[config.mk]
export PLATFORM = sky130hd
export DESIGN_NAME = adc_trig_ctrl
export DESIGN_NICKNAME = d
export VERILOG_FILES = /design/src/rtl/adc_trig_pkg.sv /design/src/rtl/adc_trig_edge.sv /design/src/rtl/adc_trig_seq.sv /design/src/rtl/adc_trig_dreg.sv /design/src/rtl/adc_trig_ctrl.sv
export SDC_FILE = /design/constraint.sdc
export NUM_CORES = 1
export LEC_CHECK = 0
export BUFFER_PORTS_ARGS = -buffer_cell sky130_fd_sc_hd__buf_2
export CORE_ASPECT_RATIO = 0.5
export CORE_UTILIZATION = 50
export DETAILED_ROUTE_END_ITERATION = 10
export PLACE_DENSITY_LB_ADDON = 0.2
export SYNTH_ARGS = -nofsm -noshare
export SYNTH_HDL_FRONTEND = slang
export SYNTH_SLANG_ARGS = --single-unit
[constraint.sdc]
create_clock -name clk -period 6.15 [get_ports clk]
set_input_delay 0.3075 -clock clk [delete_from_list [all_inputs] [get_ports clk]]
set_output_delay 0.3075 -clock clk [all_outputs]
set_load 0.005 [all_outputs]
[src/rtl/adc_trig_pkg.sv]
package adc_trig_pkg;

  localparam int CODE_W      = 3;
  localparam int DEF_RES_MAX = 10;
  localparam int DEF_CHAN_W  = 3;
  localparam int DEF_N_TRIG  = 6;
  localparam int DEF_CTL_W   = 16;

  localparam logic [CODE_W-1:0] START_NONE  = 3'd0;
  localparam logic [CODE_W-1:0] START_NOW   = 3'd1;
  localparam int                START_TRIG0 = 2;

  // number of result bits for a resolution code
  function automatic int res_bits(input int res_max, input logic [CODE_W-1:0] code);
    return res_max - int'(code);
  endfunction

endpackage

[src/rtl/adc_trig_edge.sv]
module adc_trig_edge #(
  parameter int N_TRIG = 6
) (
  input  logic              clk,
  input  logic              rst_n,
  input  logic [N_TRIG-1:0] trig_in,
  output logic [N_TRIG-1:0] rise,
  output logic [N_TRIG-1:0] fall
);

  for (genvar i = 0; i < N_TRIG; i++) begin : g_line
    logic meta_q, sync_q, hist_q;

    always_ff @(posedge clk or negedge rst_n) begin
      if (!rst_n) begin
        meta_q <= 1'b0;
        sync_q <= 1'b0;
        hist_q <= 1'b0;
      end else begin
        meta_q <= trig_in[i];
        sync_q <= meta_q;
        hist_q <= sync_q;
      end
    end

    assign rise[i] = sync_q & ~hist_q;
    assign fall[i] = ~sync_q & hist_q;
  end

endmodule

[src/rtl/adc_trig_seq.sv]
module adc_trig_seq #(
  parameter int RES_MAX = 10,
  parameter int CHAN_W  = 3,
  parameter int CODE_W  = 3
) (
  input  logic               clk,
  input  logic               rst_n,
  input  logic               run,
  input  logic               start,
  input  logic [CODE_W-1:0]  code,
  input  logic [CHAN_W-1:0]  chan,
  input  logic               cmp_bit,
  output logic               busy,
  output logic               done_pulse,
  output logic [RES_MAX-1:0] result,
  output logic [CHAN_W-1:0]  res_chan,
  output logic [CODE_W-1:0]  act_code
);

  localparam int CNT_W = $clog2(RES_MAX + 1);

  logic               busy_q, busy_d;
  logic [CNT_W-1:0]   cnt_q, cnt_d;
  logic [CODE_W-1:0]  code_q, code_d;
  logic [CHAN_W-1:0]  chan_q, chan_d;
  logic [RES_MAX-1:0] sr_q, sr_d;
  logic [CNT_W-1:0]   bits_w;
  logic               last_w;

  always_comb begin
    bits_w = CNT_W'(RES_MAX - int'(code_q));
    last_w = (cnt_q == bits_w);
    busy_d = busy_q;
    cnt_d  = cnt_q;
    code_d = code_q;
    chan_d = chan_q;
    sr_d   = sr_q;
    if (!run) begin
      busy_d = 1'b0;
      cnt_d  = '0;
    end else if (busy_q) begin
      if (last_w) begin
        busy_d = 1'b0;
      end else begin
        cnt_d = cnt_q + CNT_W'(1);
        sr_d  = {sr_q[RES_MAX-2:0], cmp_bit};
      end
    end else if (start) begin
      busy_d = 1'b1;
      cnt_d  = '0;
      sr_d   = '0;
      code_d = code;
      chan_d = chan;
    end
  end

  always_ff @(posedge clk or negedge rst_n) begin
    if (!rst_n) begin
      busy_q <= 1'b0;
      cnt_q  <= '0;
      code_q <= '0;
      chan_q <= '0;
      sr_q   <= '0;
    end else begin
      busy_q <= busy_d;
      cnt_q  <= cnt_d;
      code_q <= code_d;
      chan_q <= chan_d;
      sr_q   <= sr_d;
    end
  end

  assign busy       = busy_q;
  assign done_pulse = busy_q & run & last_w;
  assign result     = sr_q;
  assign res_chan   = chan_q;
  assign act_code   = code_q;

endmodule

[src/rtl/adc_trig_dreg.sv]
module adc_trig_dreg #(
  parameter int RES_MAX = 10,
  parameter int CHAN_W  = 3
) (
  input  logic               clk,
  input  logic               rst_n,
  input  logic               load,
  input  logic [RES_MAX-1:0] ld_res,
  input  logic [CHAN_W-1:0]  ld_chan,
  input  logic               rd,
  output logic [RES_MAX-1:0] res_q,
  output logic [CHAN_W-1:0]  chan_q,
  output logic               done_q,
  output logic               ovr_q
);

  logic [RES_MAX-1:0] res_d;
  logic [CHAN_W-1:0]  chan_d;
  logic               done_d, ovr_d;

  always_comb begin
    res_d  = res_q;
    chan_d = chan_q;
    done_d = done_q;
    ovr_d  = ovr_q;
    if (load) begin
      res_d  = ld_res;
      chan_d = ld_chan;
      done_d = 1'b1;
      ovr_d  = done_q & ~rd;
    end else if (rd) begin
      done_d = 1'b0;
      ovr_d  = 1'b0;
    end
  end

  always_ff @(posedge clk or negedge rst_n) begin
    if (!rst_n) begin
      res_q  <= '0;
      chan_q <= '0;
      done_q <= 1'b0;
      ovr_q  <= 1'b0;
    end else begin
      res_q  <= res_d;
      chan_q <= chan_d;
      done_q <= done_d;
      ovr_q  <= ovr_d;
    end
  end

endmodule

[src/rtl/adc_trig_ctrl.sv]
module adc_trig_ctrl
  import adc_trig_pkg::*;
#(
  parameter int N_TRIG  = DEF_N_TRIG,
  parameter int RES_MAX = DEF_RES_MAX,
  parameter int CHAN_W  = DEF_CHAN_W,
  parameter int CTL_W   = DEF_CTL_W,
  localparam int DR_W   = RES_MAX + CHAN_W + 3
) (
  input  logic              clk,
  input  logic              rst_n,
  input  logic              ctl_wr,
  input  logic [CTL_W-1:0]  ctl_wdata,
  input  logic [N_TRIG-1:0] trig_in,
  input  logic              cmp_bit,
  input  logic              dr_rd,
  output logic [DR_W-1:0]   dr_rdata,
  output logic              conv_active
);

  // control word layout
  localparam int CH_LO    = 0;
  localparam int ST_LO    = CH_LO + CHAN_W;
  localparam int FL_B     = ST_LO + CODE_W;
  localparam int CK_LO    = FL_B + 1;
  localparam int BU_B     = CK_LO + CODE_W;
  localparam int RU_B     = BU_B + 1;
  localparam int CTL_USED = RU_B + 1;

  // reset: asynchronous assert, synchronous release
  logic rst_meta, rst_i;
  always_ff @(posedge clk or negedge rst_n) begin
    if (!rst_n) begin
      rst_meta <= 1'b0;
      rst_i    <= 1'b0;
    end else begin
      rst_meta <= 1'b1;
      rst_i    <= rst_meta;
    end
  end

  // control register
  logic [CHAN_W-1:0] chan_q, chan_d;
  logic [CODE_W-1:0] start_q, start_d;
  logic [CODE_W-1:0] clk_q, clk_d;
  logic              fall_q, fall_d;
  logic              burst_q, burst_d;
  logic              run_q, run_d;
  logic              sw_q, sw_d;
  logic              unused_rsv;

  assign unused_rsv = ^ctl_wdata[CTL_W-1:CTL_USED];

  always_comb begin
    chan_d  = chan_q;
    start_d = start_q;
    clk_d   = clk_q;
    fall_d  = fall_q;
    burst_d = burst_q;
    run_d   = run_q;
    sw_d    = 1'b0;
    if (ctl_wr) begin
      chan_d  = ctl_wdata[CH_LO +: CHAN_W];
      start_d = ctl_wdata[ST_LO +: CODE_W];
      clk_d   = ctl_wdata[CK_LO +: CODE_W];
      fall_d  = ctl_wdata[FL_B];
      burst_d = ctl_wdata[BU_B];
      run_d   = ctl_wdata[RU_B];
      sw_d    = (ctl_wdata[ST_LO +: CODE_W] == START_NOW) & ~ctl_wdata[BU_B] & ctl_wdata[RU_B];
    end
  end

  always_ff @(posedge clk or negedge rst_i) begin
    if (!rst_i) begin
      chan_q  <= '0;
      start_q <= START_NONE;
      clk_q   <= '0;
      fall_q  <= 1'b0;
      burst_q <= 1'b0;
      run_q   <= 1'b0;
      sw_q    <= 1'b0;
    end else begin
      chan_q  <= chan_d;
      start_q <= start_d;
      clk_q   <= clk_d;
      fall_q  <= fall_d;
      burst_q <= burst_d;
      run_q   <= run_d;
      sw_q    <= sw_d;
    end
  end

  // trigger edges and source selection
  logic [N_TRIG-1:0] rise_v, fall_v, hit_v;

  adc_trig_edge #(.N_TRIG(N_TRIG)) u_edge (
    .clk     (clk),
    .rst_n   (rst_i),
    .trig_in (trig_in),
    .rise    (rise_v),
    .fall    (fall_v)
  );

  for (genvar i = 0; i < N_TRIG; i++) begin : g_hit
    assign hit_v[i] = (start_q == CODE_W'(START_TRIG0 + i)) & (fall_q ? fall_v[i] : rise_v[i]);
  end

  logic start_w, seq_done;
  logic [RES_MAX-1:0] seq_res;
  logic [CHAN_W-1:0]  seq_chan;
  logic [CODE_W-1:0]  act_code;

  assign start_w = run_q & (burst_q ? ~conv_active : (sw_q | (|hit_v)));

  adc_trig_seq #(.RES_MAX(RES_MAX), .CHAN_W(CHAN_W), .CODE_W(CODE_W)) u_seq (
    .clk        (clk),
    .rst_n      (rst_i),
    .run        (run_q),
    .start      (start_w),
    .code       (clk_q),
    .chan       (chan_q),
    .cmp_bit    (cmp_bit),
    .busy       (conv_active),
    .done_pulse (seq_done),
    .result     (seq_res),
    .res_chan   (seq_chan),
    .act_code   (act_code)
  );

  logic [RES_MAX-1:0] res_q;
  logic [CHAN_W-1:0]  rchan_q;
  logic               done_q, ovr_q;

  adc_trig_dreg #(.RES_MAX(RES_MAX), .CHAN_W(CHAN_W)) u_dreg (
    .clk     (clk),
    .rst_n   (rst_i),
    .load    (seq_done),
    .ld_res  (seq_res),
    .ld_chan (seq_chan),
    .rd      (dr_rd),
    .res_q   (res_q),
    .chan_q  (rchan_q),
    .done_q  (done_q),
    .ovr_q   (ovr_q)
  );

  assign dr_rdata = {1'b0, done_q, ovr_q, rchan_q, res_q};

endmodule

**Word-level counts from Yosys, hierarchy flattened**

Cells that the tools add are included.

- Bits in registers: 69
- Input port bits: 27
- Output and inout bits: 17
- Word-level logic and storage cells: 117

- $add $sub $neg: 2
- Equal/unequal tests: 11
- Muxes and demuxes: 22
- Bitwise gates (word level): 40
- Reduce and logical (&&, ||, !) cells: 6

Operators by type and width:

| kind | count |
|---|---|
| $mux W10 | 3 |
| $and A1 B1 Y1 | 24 |
| $mux W4 | 4 |
| $mux W1 | 15 |
| $not A1 Y1 | 15 |
| $eq A3 B3 Y1 const B | 4 |
| $eq A3 B2 Y1 const B | 2 |
| $reduce_and A3 Y1 | 2 |
| $reduce_or A6 Y1 | 1 |
| $add A4 B1 Y4 const B | 1 |
| $eq A4 B4 Y1 | 1 |
| $reduce_bool A2 Y1 | 2 |
| $sub A4 B3 Y4 const A | 1 |
| $eq A3 B1 Y1 const B | 1 |
| $ne A3 B1 Y1 const B | 1 |
| $ne A3 B3 Y1 const B | 1 |
| $ne A2 B2 Y1 const B | 1 |
| $reduce_and A2 Y1 | 1 |
| $or A1 B1 Y1 | 1 |

**Depth between registers and ports, before layout**

Gate-level depths: netlist (run 1).

- Word-level depth: 11
- Mapped depth: 7
- Gate-level depth less buffers: 6

**By module**

Synthesis (run 1) repeated with hierarchy kept, for this count alone.

- Cell total of the unflattened synthesis: 190
- Area total of the unflattened synthesis: 2,846.5 um2

Modules (own cells, without submodules):

| module | times used | cells an instance | area each (um2) | sequential area each (um2) |
|---|---|---|---|---|
| adc_trig_seq | 1 | 76 | 988.4 | 525.5 |
| adc_trig_ctrl | 1 | 50 | 693.2 | 375.4 |
| adc_trig_dreg | 1 | 34 | 609.3 | 375.4 |
| adc_trig_edge | 1 | 30 | 555.5 | 450.4 |

**Worst setup path before layout (run 1)**

Ideal clock, no wire load.

- Path kind: flip-flop to flip-flop
- Start: reg u_seq.code_q[0] (netlist: u_seq.act_code[0])
- End: reg u_dreg.chan_q[0]
- Library setup time: 0.125 ns
- Arrival: 1.950 ns
- Data required time: 6.025 ns
- Setup slack: 4.076 ns
- Cell stages (with the launch flop): 7
- Buffers on the path: 1
- Period minus slack after synthesis: 2.074 ns
- Cell sequence: dfrtp_1 ha_1 xnor2_1 mux2_2 nand4b_1 buf_2 mux2_2

- Word-level cells in the longest chain between the ends: 3

Ends and longest elaborated chain:

| element | line | text |
|---|---|---|
| from (decl) | adc_trig_seq.sv:24 | `logic [CODE_W-1:0] code_q, code_d;` |
| from (signal assigned) | adc_trig_seq.sv:67 | `code_q <= code_d;` |
| $sub A4 B3 Y4 | adc_trig_seq.sv:31 | `bits_w = CNT_W'(RES_MAX - int'(code_q));` |
| $eq A4 B4 Y1 | adc_trig_seq.sv:32 | `last_w = (cnt_q == bits_w);` |
| $and A1 B1 Y1 | adc_trig_seq.sv:74 | `assign done_pulse = busy_q & run & last_w;` |
| to (signal assigned) | adc_trig_dreg.sv:45 | `chan_q <= chan_d;` |
| to (decl) | adc_trig_dreg.sv:12 | `output logic [CHAN_W-1:0] chan_q,` |

No other way between the ends.
A chain may end at the register's enable or synchronous reset.

**Final worst setup path (run 1)**

- Start: reg fall_q
- End: reg u_seq.chan_q[0] (netlist: u_seq.res_chan[0])

- Word-level cells in the longest chain between the ends: 7
- Elaborated cells on any way between the ends: 17
- Those cells by class: mux: 7; bitwise: 8; reduce/logical: 2

Ends and longest elaborated chain:

| element | line | text |
|---|---|---|
| from (decl) | adc_trig_ctrl.sv:46 | `logic fall_q, fall_d;` |
| from (signal assigned) | adc_trig_ctrl.sv:86 | `fall_q <= fall_d;` |
| $mux W1 | adc_trig_ctrl.sv:105 | `assign hit_v[i] = (start_q == CODE_W'(START_TRIG0 + i)) & (fall_q ? fall_v[i] : rise_v[i]);` |
| $and A1 B1 Y1 | adc_trig_ctrl.sv:105 |  |
| $reduce_or A6 Y1 (*) | adc_trig_ctrl.sv:113 | `assign start_w = run_q & (burst_q ? ~conv_active : (sw_q \| (\|hit_v)));` |
| $or A1 B1 Y1 (*) | adc_trig_ctrl.sv:113 |  |
| $mux W1 (*) | adc_trig_ctrl.sv:113 |  |
| $and A1 B1 Y1 (*) | adc_trig_ctrl.sv:113 |  |
| $reduce_and A3 Y1 (no line) (*) | -- |  |
| to (signal assigned) | adc_trig_seq.sv:68 | `chan_q <= chan_d;` |
| to (decl) | adc_trig_seq.sv:25 | `logic [CHAN_W-1:0] chan_q, chan_d;` |

Every way passes the cells marked *; elsewhere a longest branch is shown, timed or not.

==> results.md, run 1 <==
* Setup Fix Bufs, Post-CTS at 0
* CP peak stage delay at 0.51 ns
* Largest area contributor in the netlist: dfrtp_1
* Number of global-route vias before repair at 1,742
* Post-synth cell types at 39
* Leakage Power at 1.52 nW
* Synth Area per Inst at 13.3 um^2
* Drt pass-1 iters at 4
* # IOs at 44
* CP max FO at 16
* Worst Path Class, Setup: reg -> reg
* Post-Syn Area at 2780 um^2
* Register bit count reported by yosys at 69
* Clock sinks at 69
* Buf/Inv on CP at 0
* Sw Pwr at 0.288 mW
* Synthesized Nets at 238
* Worst-path cell chain: or3b_2 > a2111oi_0 > nor4_1 > a21boi_4 > mux2_1
* Power per cell area at 324 nW/um^2
* R2r startpoint: fall_q
* CTS Buffer Depth at 2
* Max_cap viols at 0
* Clock skew at 0.00689 ns
* Slew HR at 0.423
* DR vias at 1,728
* Antenna diode count at 0
* Syn Inst Count at 209
* Core Rows at 18
* Unrepaired setup endpoints after global routing: false
* CTS HTree Levels at 3
* Final setup violation count at 0
* Most frequent cell after synthesis: dfrtp_1
* Synth top area share at 0.622
* Largest net degree at the start of global routing at 51
* DIE HEIGHT at 54.7 um
* Crit. End Element: flip-flop
* Placed insts at 310
* Drt drc at 0
* Post-synthesis sequential area ratio at 0.622
* Int Power at 0.752 mW
* Count of flip-flops with a built-in enable after synthesis at 0
* Worst R2R Setup Slack at 3.52 ns
* CTS tree: yes
* Final #Nets at 281
* Actual slew at the worst max-slew pin at 0.861 ns
* Switching share of power at 0.277
* Tcrit/Tclk final at 0.427
* Startpoint types: flip-flop
* WP data required at 6.36 ns
* Slowest cell on the critical path: dfrtp_1
* Combinational share of power at 0.156
* Max-slew violation count at 0
* Largest cells by area after synthesis: dfrtp_1 (62%), mux2_2 (9.3%), mux2i_1 (4.3%)
* Clock Power Share at 0.321
* Via-per-instance ratio at 5.28
* Crit path time final at 2.63 ns
* Cell family with most CP delay: compound AO/OA/AOI/OAI gates
* Synth async-reset ratio at 1.00
* Final wirelength at 4740 um
* Reg power frac at 0.523
* Status: finished, final reports clean
* DR iter-0 viols at 59
* Routability Congestion at 0.777
* Initial Util at 0.541
* Hpwl dp at 3220 um
* Wire length per cell after detailed routing at 14.5 um
* First-pass GRT wire length at 7980 um
* Hold Crit Class: in -> reg
* Clk slew on worst S/H paths at 0.07 ns
* Area growth from synthesis to layout at 15.8%
* Core ar. at 5130 um^2
* Final TNS setup at 0 ns
* Initial antenna violation count at 0
* Die W at 107 um
* Most frequent cells after synthesis: dfrtp_1 (69), mux2_2 (23), nor2_1 (17)
* Num CTS Buffers at 9
* Final cell count without fillers at 327
* Fmax at 381 MHz
* Final hold vios at 0
* Clk_lat worst skew at 0.33 ns
* Proportion of layout cells with a drive suffix above 1 at 0.339
* All-Layer GR Usage at 0.189
* Syn. warnings at 0
* PortBufs at 38
* Grt ovf at 0
* Ys flop type: dfrtp_1
* CTS root buf: clkbuf_8
* Startpoint of the worst hold path: trig_in[2]
* Worst vdd ir at 146 uV
* Worst Path Arrival at 2.84 ns
* Post-route ant nets at 0
* Die area at 5870 um^2
* CP startpoint: fall_q
[state kept, by name (all words and copies together) (netlist names), 3 cells and up]
register	cells
u_seq.cnt_q	4
chan_q	3
start_q	3
u_dreg.chan_q	3
u_dreg.res_q	10
u_edge.g_line.hist_q	6
u_edge.g_line.sync_q	6
u_seq.act_code	3
clk_q	3
u_seq.res_chan	3
u_seq.result	10
u_edge.g_line.meta_q	6
[through the flow]
step	worst slack, ns	hold slack, ns	instance area (um^2)	total power [mW]	utilization
4_1_cts	3.48	0.0551	3210	1.06	0.626
6_report	3.52	0.0760	3210	1.04	0.626
3_5_place_dp	3.49	0.0932	3020	0.718	0.588
2_1_floorplan	4.08	0.0119	2780	0.665	-
3_3_place_gp	3.54	0.0939	3020	0.705	0.588
5_1_grt	3.33	0.0445	3210	1.11	0.626
[what timing repair did]
| item | in CTS | in global routing |
|---|---|---|
| hold buffers | 1 | 0 |
| endpoints found under the hold margin | 2 | 0 |
| gates resized for setup | 0 | 0 |
[cell usage in the layout (no fill, tap or decap), types with 2 or more instances in the layout]
cell type   count
mux2_1          6
mux2i_1        12
a31oi_1         4
o22ai_1         2
nor2_1         17
nand3b_1        6
nand2b_1        2
a211oi_1        2
nand2_1        11
nand3_1         5
conb_1          2
ha_1            2
buf_4           2
and3_1          2
nor4_1          2
a2111oi_0       3
buf_2          38
mux2_2         23
o21ai_0         5
clkinvlp_4      4
inv_1           6
dfrtp_1        68
clkbuf_8       11
or3b_2          4
[final timing paths]
kind / to / cells after the start
max reg2reg: u_seq.res_chan[0] / 5
min reg2reg: u_seq.result[5] / 0
min: u_edge.g_line[2].meta_q / 1
min in group asynchronous: u_seq.result[5] / 0
max in group asynchronous: u_edge.g_line[4].sync_q / 1
max: u_seq.res_chan[0] / 5
[power by group through the flow]
| stage | combinational, mW | sequential [mW] | clock (mW) |
|---|---|---|---|
| detailed placement | 0.164 | 0.553 | 0 |
| floorplan | 0.118 | 0.547 | 0 |
| CTS | 0.165 | 0.545 | 0.347 |
| finish | 0.162 | 0.544 | 0.334 |
| global route | 0.183 | 0.553 | 0.369 |
| global placement | 0.156 | 0.549 | 0 |
[final cells by class]
class / count / area [um^2]
Sequential cell: 69 / 1730
Inverter: 6 / 22.5
Fill cell: 404 / 1920
Clock inverter: 5 / 35.0
Multi-Input combinational cell: 125 / 975
Timing Repair Buffer: 41 / 215
Tap cell: 70 / 87.6
Clock buffer: 11 / 151
[kinds of logic (layout without fill, tap and decap cells)]
logic type | after synthesis | count (layout) | share of synthesized area
AOI/OAI and AO/OA | 25 | 25 | 0.0721
xor gates and xnor gates | 2 | 2 | 0.00631
adders and majority gates | 2 | 2 | 0.00901
buffers and inverters | 15 | 63 | 0.0270
DFF | 69 | 69 | 0.622
muxes | 41 | 41 | 0.161
other | 2 | 2 | 0.00270
and+or+nand+nor | 53 | 53 | 0.100
[metal layers]
metal	wire length (um)	track usage
met1	2320	0.220
met4	59	0.0753
met3	173	0.0714
met5	0	0
met2	2190	0.329
No activity file was read; power rests on OpenSTA's default activity.
==> inputs of run 2 (changes only) <==
--- a/config.mk
+++ b/config.mk
@@ -5,6 +5,7 @@
 export SDC_FILE = /design/constraint.sdc
 export NUM_CORES = 1
 export LEC_CHECK = 0
+export ABC_AREA = 1
 export BUFFER_PORTS_ARGS = -buffer_cell sky130_fd_sc_hd__buf_2
 export CORE_ASPECT_RATIO = 0.5
 export CORE_UTILIZATION = 50
==> constraint.sdc (replaced) <==
create_clock -name clk -period 2.2 [get_ports clk]
set_input_delay 0.11 -clock clk [delete_from_list [all_inputs] [get_ports clk]]
set_output_delay 0.11 -clock clk [all_outputs]
set_load 0.005 [all_outputs]
==> run 2 against run 1 <==
Against the previous run:
- die area rose by 1.6%
- final area rose by 8.0%
- flip-flop and latch count did not move
- final cell count rose by 33%
- fmax rose by 42%
- combinational power rose to 3.0 times the previous value
- area after synthesis rose by 1.7%
- critical path type unchanged
- critical endpoint is now u_seq.cnt_q[2]
- highest routed layer unchanged
==> results.md, run 2 <==
* Fmax at 542 MHz (+42%)
* Final instance area at 3470 um^2 (+8.0%)
* Die area at 5970 um^2 (+1.6%)
* Register bit count reported by yosys at 69 (unchanged)
* Num CTS Buffers at 9 (unchanged)
* Hpwl dp at 3560 um (+11%)
* Final hold vios at 0 (unchanged)
* Adder-Cell Fraction of Synth Area at 0.00887 (-0.000148)
* Largest cells by area after synthesis: dfrtp_1 (61%), nand2_1 (15%), nand3_1 (4.6%)
* Routability Congestion at 0.860 (+11%)
* Clk slew on worst S/H paths at 0.05 ns (-0.02 ns)
* CP max FO at 5 (-11)
* Drt pass-1 iters at 4 (unchanged)
* Storage cell area at 1730 um^2 (unchanged)
* Placed insts at 404 (+30%)
* Die W at 108 um (+0.81%)
* Cell family with most CP delay: simple AND/OR/NAND/NOR gates
* Grt ovf at 0 (unchanged)
* CP peak stage delay at 0.42 ns (-0.09 ns)
* Final setup violation count at 0 (unchanged)
* Worst vdd ir at 583 uV (+300%)
* CTS tree: yes
* Leakage Power at 1.89 nW (+24%)
* Commonest non-fill, non-tap cell in the layout: nand2_1
* Main combinational cell family by area after synthesis: simple AND/OR/NAND/NOR gates
* Wire length per cell after detailed routing at 12.2 um (-16%)
* PostCTS Resize Cnt at 0 (unchanged)
* Largest area contributor in the netlist: dfrtp_1
* Worst-path cell chain: ha_1 > xor2_1 > nand3_1 > nor2_2 > nor2_1 > nor2_1 > nand2_1 > nand2_1 > nand2_1
* Synthesized Nets at 332 (+39%)
* Clk_lat worst skew at 0.33 ns (about the same)
* Initial antenna violation count at 0 (unchanged)
* Post-synthesis mux area share at 0.00399 (-0.157)
* Design Power at 3.30 mW (+220%)
* Ys flop type: dfrtp_1
* Number of global-route vias before repair at 2,003 (+15%)
* Proportion of layout cells with a drive suffix above 1 at 0.208 (-0.131)
* Power per cell area at 950 nW/um^2 (+190%)
* Initial Util at 0.545 (+0.00424)
* Area growth from synthesis to layout at 23.0%
* Hold Crit Class: in -> reg
* Post-Syn Area at 2820 um^2 (+1.7%)
* Synth Area in XOR/XNOR at 0.00621 (-0.000103)
* Clock sinks at 69 (unchanged)
* CTS HTree Levels at 3 (unchanged)
* Startpoint types: flip-flop
* DR iter-0 viols at 63 (+6.8%)
* Clock skew at 0.00621 ns (-0.000678 ns)
* Worst hold slack at 0.00659 ns (-0.0694 ns)
* Number of fill cells at 441 (+9.2%)
* Tcrit/Tclk final at 0.838 (+0.412)
* Largest net degree at the start of global routing at 30 (-41%)
* Synth async-reset ratio at 1.00 (unchanged)
* Compound-Gate Fraction of Synth Area at 0.0501 (-0.0220)
* Final wirelength at 5330 um (+13%)
* PortBufs at 38 (unchanged)
* DIE HEIGHT at 55.1 um (+0.80%)
* Antenna diode count at 0 (unchanged)
* Syn Inst Count at 303 (+45%)
* Most frequent cell after synthesis: nand2_1
* CTS root buf: clkbuf_16
* Slew HR at 0.577 (+0.154)
* Crit path time final at 1.84 ns (-0.781 ns)
* Final cell count without fillers at 436 (+33%)
* Unrepaired setup endpoints after global routing: false
* Buf/Inv on CP at 0 (unchanged)
* Post-route ant nets at 0 (unchanged)
* Drt drc at 0 (unchanged)
* Crit. End Element: flip-flop
* Post-synth cell types at 23 (-41%)
* Placed cell areas at 3050 um^2 (+0.95%)
* Syn. warnings at 0 (unchanged)
* Area of the multi-input gates at 902 um^2 (-7.4%)
* Top cell by count, worst path: nand2_1
* Pre-CTS setup slack at 0.378 ns (-3.11 ns)
* DR vias at 2,109 (+22%)
* Via-per-instance ratio at 4.84 (-8.5%)
* Final #Nets at 390 (+39%)
* Max-slew violation count at 0 (unchanged)
* # IOs at 44 (unchanged)
* Actual slew at the worst max-slew pin at 0.634 ns (-0.227 ns)
* Util after Layout at 0.670 (+0.0441)
* First-pass GRT wire length at 8950 um (+12%)
* Simple-gate area share of the yosys netlist at 0.248 (+0.148)
* Max_cap viols at 0 (unchanged)
* WP data required at 2.42 ns (-3.94 ns)
* Worst Path Arrival at 2.06 ns (-0.78 ns)
* Worst Path Class, Setup: reg -> reg
* Status: finished, final reports clean
* Core Rows at 18 (unchanged)
* Final Worst Setup Slack at 0.356 ns (-3.17 ns)
* Synth top area share at 0.612 (-0.0102)
* Core ar. at 5180 um^2 (+0.88%)
* Count of flip-flops with a built-in enable after synthesis at 0 (unchanged)
* Synth Area per Inst at 9.32 um^2 (-30%)
* Commonest cells after routing, fill and taps aside: nand2_1 (112), dfrtp_1 (68), buf_2 (38)
* Slowest cell on the critical path: dfrtp_1
* Final TNS setup at 0 ns (unchanged)
* CTS Buffer Depth at 2 (unchanged)
* Most frequent cells after synthesis: nand2_1 (112), dfrtp_1 (69), inv_1 (26), nand3_1 (26), o21ai_0 (15)
* Post-synthesis sequential area ratio at 0.612 (-0.0102)
* All-Layer GR Usage at 0.212 (+0.0227)
==> run 2: cell count changes after synthesis, sizes merged, moves of 12 or more <==
cell	previous run	this run
inv	6	29
o21ai	5	22
mux2i	12	0
nand3	5	29
mux2	29	1
nand2	11	118
==> run 2: what timing repair did <==
action	4_1_cts	5_1_grt
hold buffers	16	0
buffers inserted	0	0
endpoints found under the hold margin	16	0
==> run 2: layout make-up <==
cell class | count | share of cell area
Inverter | 29 | 0.0314
Timing Repair Buffer | 58 | 0.110
Clock buffer | 14 | 0.0732
Clock inverter | 2 | 0.00288
Multi-Input combinational cell | 194 | 0.260
Sequential cell | 69 | 0.498
Tap cell | 70 | 0.0252
==> run 2: worst paths after layout <==
kind                                         from               to  slack, ns  cells past startpoint
worst max-delay path            u_seq.act_code[0]   u_seq.cnt_q[2]       0.36                      9
worst min-delay path                 ctl_wdata[7]         clk_q[0]      0.007                      3
worst max register to register  u_seq.act_code[0]   u_seq.cnt_q[2]       0.36                      9
worst min register to register              rst_i  u_dreg.res_q[7]       0.29                      0
max in group asynchronous                   rst_i  u_seq.result[6]       1.18                      1
min in group asynchronous                   rst_n            rst_i       0.09                      2
==> run 2: logic make-up after synthesis <==
group,Yosys count
other,2
muxes,1
and+or+nand+nor,164
adders and majority gates,2
xor gates and xnor gates,2
DFF,69
buffers and inverters,40
AOI/OAI and AO/OA,23
==> run 2: worst reg2reg max path, cell delays in order (launching register included) <==
cell and delay [ns]:
dfrtp_1 0.42, ha_1 0.32, xor2_1 0.15, nand3_1 0.10, nor2_2 0.14, nor2_1 0.08
nor2_1 0.28, nand2_1 0.12, nand2_1 0.08, nand2_1 0.05
==> run 2: where the power goes <==
part / internal, mW / switching (mW) / total [mW]
logic: 0.208 / 0.284 / 0.493
registers: 1.42 / 0.115 / 1.53
clock network: 0.790 / 0.483 / 1.27
==> run 2: metal layers <==
metal / global-route usage / routed length, um
met1: 0.241 / 2430
met4: 0.110 / 94
met2: 0.365 / 2540
met3: 0.0785 / 263
met5: 0 / 0
==> inputs of run 3 (changes only) <==
==> constraint.sdc (replaced) <==
create_clock -name clk -period 1.68 [get_ports clk]
set_input_delay 0.084 -clock clk [delete_from_list [all_inputs] [get_ports clk]]
set_output_delay 0.084 -clock clk [all_outputs]
set_load 0.005 [all_outputs]
==> run 3 against run 2 <==
Against the previous run:
- the run now ends with setup timing left
- fmax grew 9.3%
- final area grew 4.1%
- flip-flop and latch count is the same
- die area is the same
- sequential share of layout area shrank 2.0 points
- clock power grew 35%
- setup slack lost 0.36 ns
- clock skew grew 0.0016 ns
- critical path type unchanged
- critical endpoint is now u_seq.cnt_q[0]
==> results.md, run 3 (synthesis gave the netlist of run 2 again) <==
* Worst hold slack at 0.0149 ns (+0.00827 ns)
* Top cell by count, worst path: nor2_2
* Clock sinks at 69 (unchanged)
* Final setup violation count at 1 (+1)
* Initial Util at 0.545 (unchanged)
* CTS HTree Levels at 3 (unchanged)
* Worst Hold Path EP: burst_q
* Clock skew at 0.00785 ns (+0.00163 ns)
* Wire length per cell after detailed routing at 12.3 um (+0.59%)
* Hpwl dp at 3500 um (-1.9%)
* Die W at 108 um (unchanged)
* Antenna diode count at 0 (unchanged)
* Drt drc at 0 (unchanged)
* Hold Crit Class: in -> reg
* Routability Congestion at 0.825 (-4.1%)
* Storage cell area at 1730 um^2 (unchanged)
* CP peak stage delay at 0.38 ns (-0.04 ns)
* Final instance area at 3610 um^2 (+4.1%)
* Worst R2R Setup Slack at -0.008 ns (-0.36 ns)
* Power per cell area at 1240 nW/um^2 (+30%)
* Final hold vios at 0 (unchanged)
* Worst r2r path cells at 8 (-1)
* Initial antenna violation count at 0 (unchanged)
* CTS tree: yes
* Placed insts at 408 (+0.99%)
* Worst Path Class, Setup: reg -> reg
* Num CTS Buffers at 9 (unchanged)
* R2r startpoint: u_seq.act_code[0]
* Worst hold path stage count at 3 (unchanged)
* Largest net degree at the start of global routing at 42 (+40%)
* Tcrit/Tclk final at 1.00 (+0.166)
* # IOs at 44 (unchanged)
* Clk slew on worst S/H paths at 0.06 ns (about the same)
* Area growth from synthesis to layout at 28.0%
* Commonest non-fill, non-tap cell in the layout: nand2_1
* Unrepaired setup endpoints after global routing: true
* Proportion of layout cells with a drive suffix above 1 at 0.243 (+0.0357)
* Post-route ant nets at 0 (unchanged)
* Max_cap viols at 0 (unchanged)
* Final TNS setup at -0.00788 ns (-0.00788 ns)
* All-Layer GR Usage at 0.207 (-0.00514)
* CTS Buffer Depth at 2 (unchanged)
* DR iter-0 viols at 73 (+16%)
* Violated checks: setup timing
* Final cell count without fillers at 444 (+1.8%)
* Number of global-route vias before repair at 2,063 (+3.0%)
* Cell family with most CP delay: simple AND/OR/NAND/NOR gates
* CP max FO at 12 (+7)
* Slowest cell on the critical path: dfrtp_1
* Final #Nets at 398 (+2.1%)
* Final Worst Setup Slack at -0.00788 ns (-0.363 ns)
* Drt pass-1 iters at 5 (+1)
* Crit path time final at 1.69 ns (-0.157 ns)
* Buf/Inv on CP at 1 (+1)
* Area of the multi-input gates at 940 um^2 (+4.2%)
* Max-slew violation count at 0 (unchanged)
* Design Power at 4.47 mW (+36%)
* DR vias at 2,133 (+1.1%)
* WP data required at 1.91 ns (-0.51 ns)
* DIE HEIGHT at 55.1 um (unchanged)
* Crit. End Element: flip-flop
* Grt ovf at 0 (unchanged)
* PortBufs at 38 (unchanged)
* Via-per-instance ratio at 4.80 (-0.68%)
* Util after Layout at 0.698 (+0.0275)
* First-pass GRT wire length at 8980 um (+0.30%)
* Core ar. at 5180 um^2 (unchanged)
* Pre-CTS setup slack at -0.0647 ns (-0.443 ns)
* CTS root buf: clkbuf_16
* Clk_lat worst skew at 0.33 ns (about the same)
* Worst-path cell chain: ha_1 > xor2_1 > nand3_1 > nor2_2 > nor2_2 > nand2_2 > buf_6 > o21ai_0
* Worst vdd ir at 691 uV (+18%)
* Die area at 5970 um^2 (unchanged)
* Leakage Power at 1.94 nW (+2.7%)
* Startpoint types: flip-flop
* Final wirelength at 5460 um (+2.4%)
* Commonest cells after routing, fill and taps aside: nand2_1 (106), dfrtp_1 (68), buf_2 (38)
* Number of fill cells at 399 (-9.5%)
* FF-to-FF End: u_seq.cnt_q[0]
* Worst Path Arrival at 1.92 ns (-0.14 ns)
* Status: finished, violations left
* Placed cell areas at 3100 um^2 (+1.8%)
* Core Rows at 18 (unchanged)
* Fmax at 592 MHz (+9.3%)
* Startpoint of the worst hold path: ctl_wdata[10]
-- run 3: cell types whose count changed in the layout (fill, tap and decap cells not counted), sizes merged --
cell         before  now
buf              42   47
dlygate4sd3      16   18
clkbuf           14   15
clkinv            2    1
nand3            29   30
-- run 3: what timing repair did --
item                       CTS  global route
cloned                       0             1
pin swaps                    0             1
buffers inserted             1             0
setup endpoints to repair   15            35
hold endpoints to repair    18             0
hold buffers                18             0
gates resized for setup      3            12
-- run 3: worst max-delay path by stage --
stage / startpoint / to / depth (start not counted)
final: u_seq.act_code[0] / u_seq.cnt_q[0] / 8
after global routing: u_seq.act_code[0] / u_seq.result[6] / 10
after CTS: u_seq.act_code[0] / u_seq.result[4] / 10
after detailed placement: u_seq.act_code[1] / u_seq.cnt_q[2] / 9
after global placement: u_seq.act_code[1] / u_seq.cnt_q[2] / 9
after floorplan: u_seq.act_code[0] / u_seq.cnt_q[2] / 9
-- run 3: worst min-delay path: stages --
cell	delay (ns)
buf_2	0.10
inv_1	0.06
a21oi_1	0.06
-- run 3: routing by layer --
metal,GRT usage,share of wire,vias up
met5,0,0,-
met3,0.0749,0.037,8
li1,-,-,1073
met1,0.233,0.45,1028
met4,0.0698,0.011,0
met2,0.379,0.50,24
-- run 3: area by class of cell --
class                      instances  share of cell area
clock buffer                      15              0.0741
clock inverter                     1             0.00139
tap                               70              0.0242
inverter                          29              0.0308
multi-input combinational        195               0.260
sequential                        69               0.478
timing repair buffer              65               0.131
-- run 3: power by group --
group / internal [mW] / total, mW / switching (mW)
logic: 0.337 / 0.763 / 0.426
clock network: 1.08 / 1.71 / 0.634
registers: 1.86 / 2.00 / 0.145
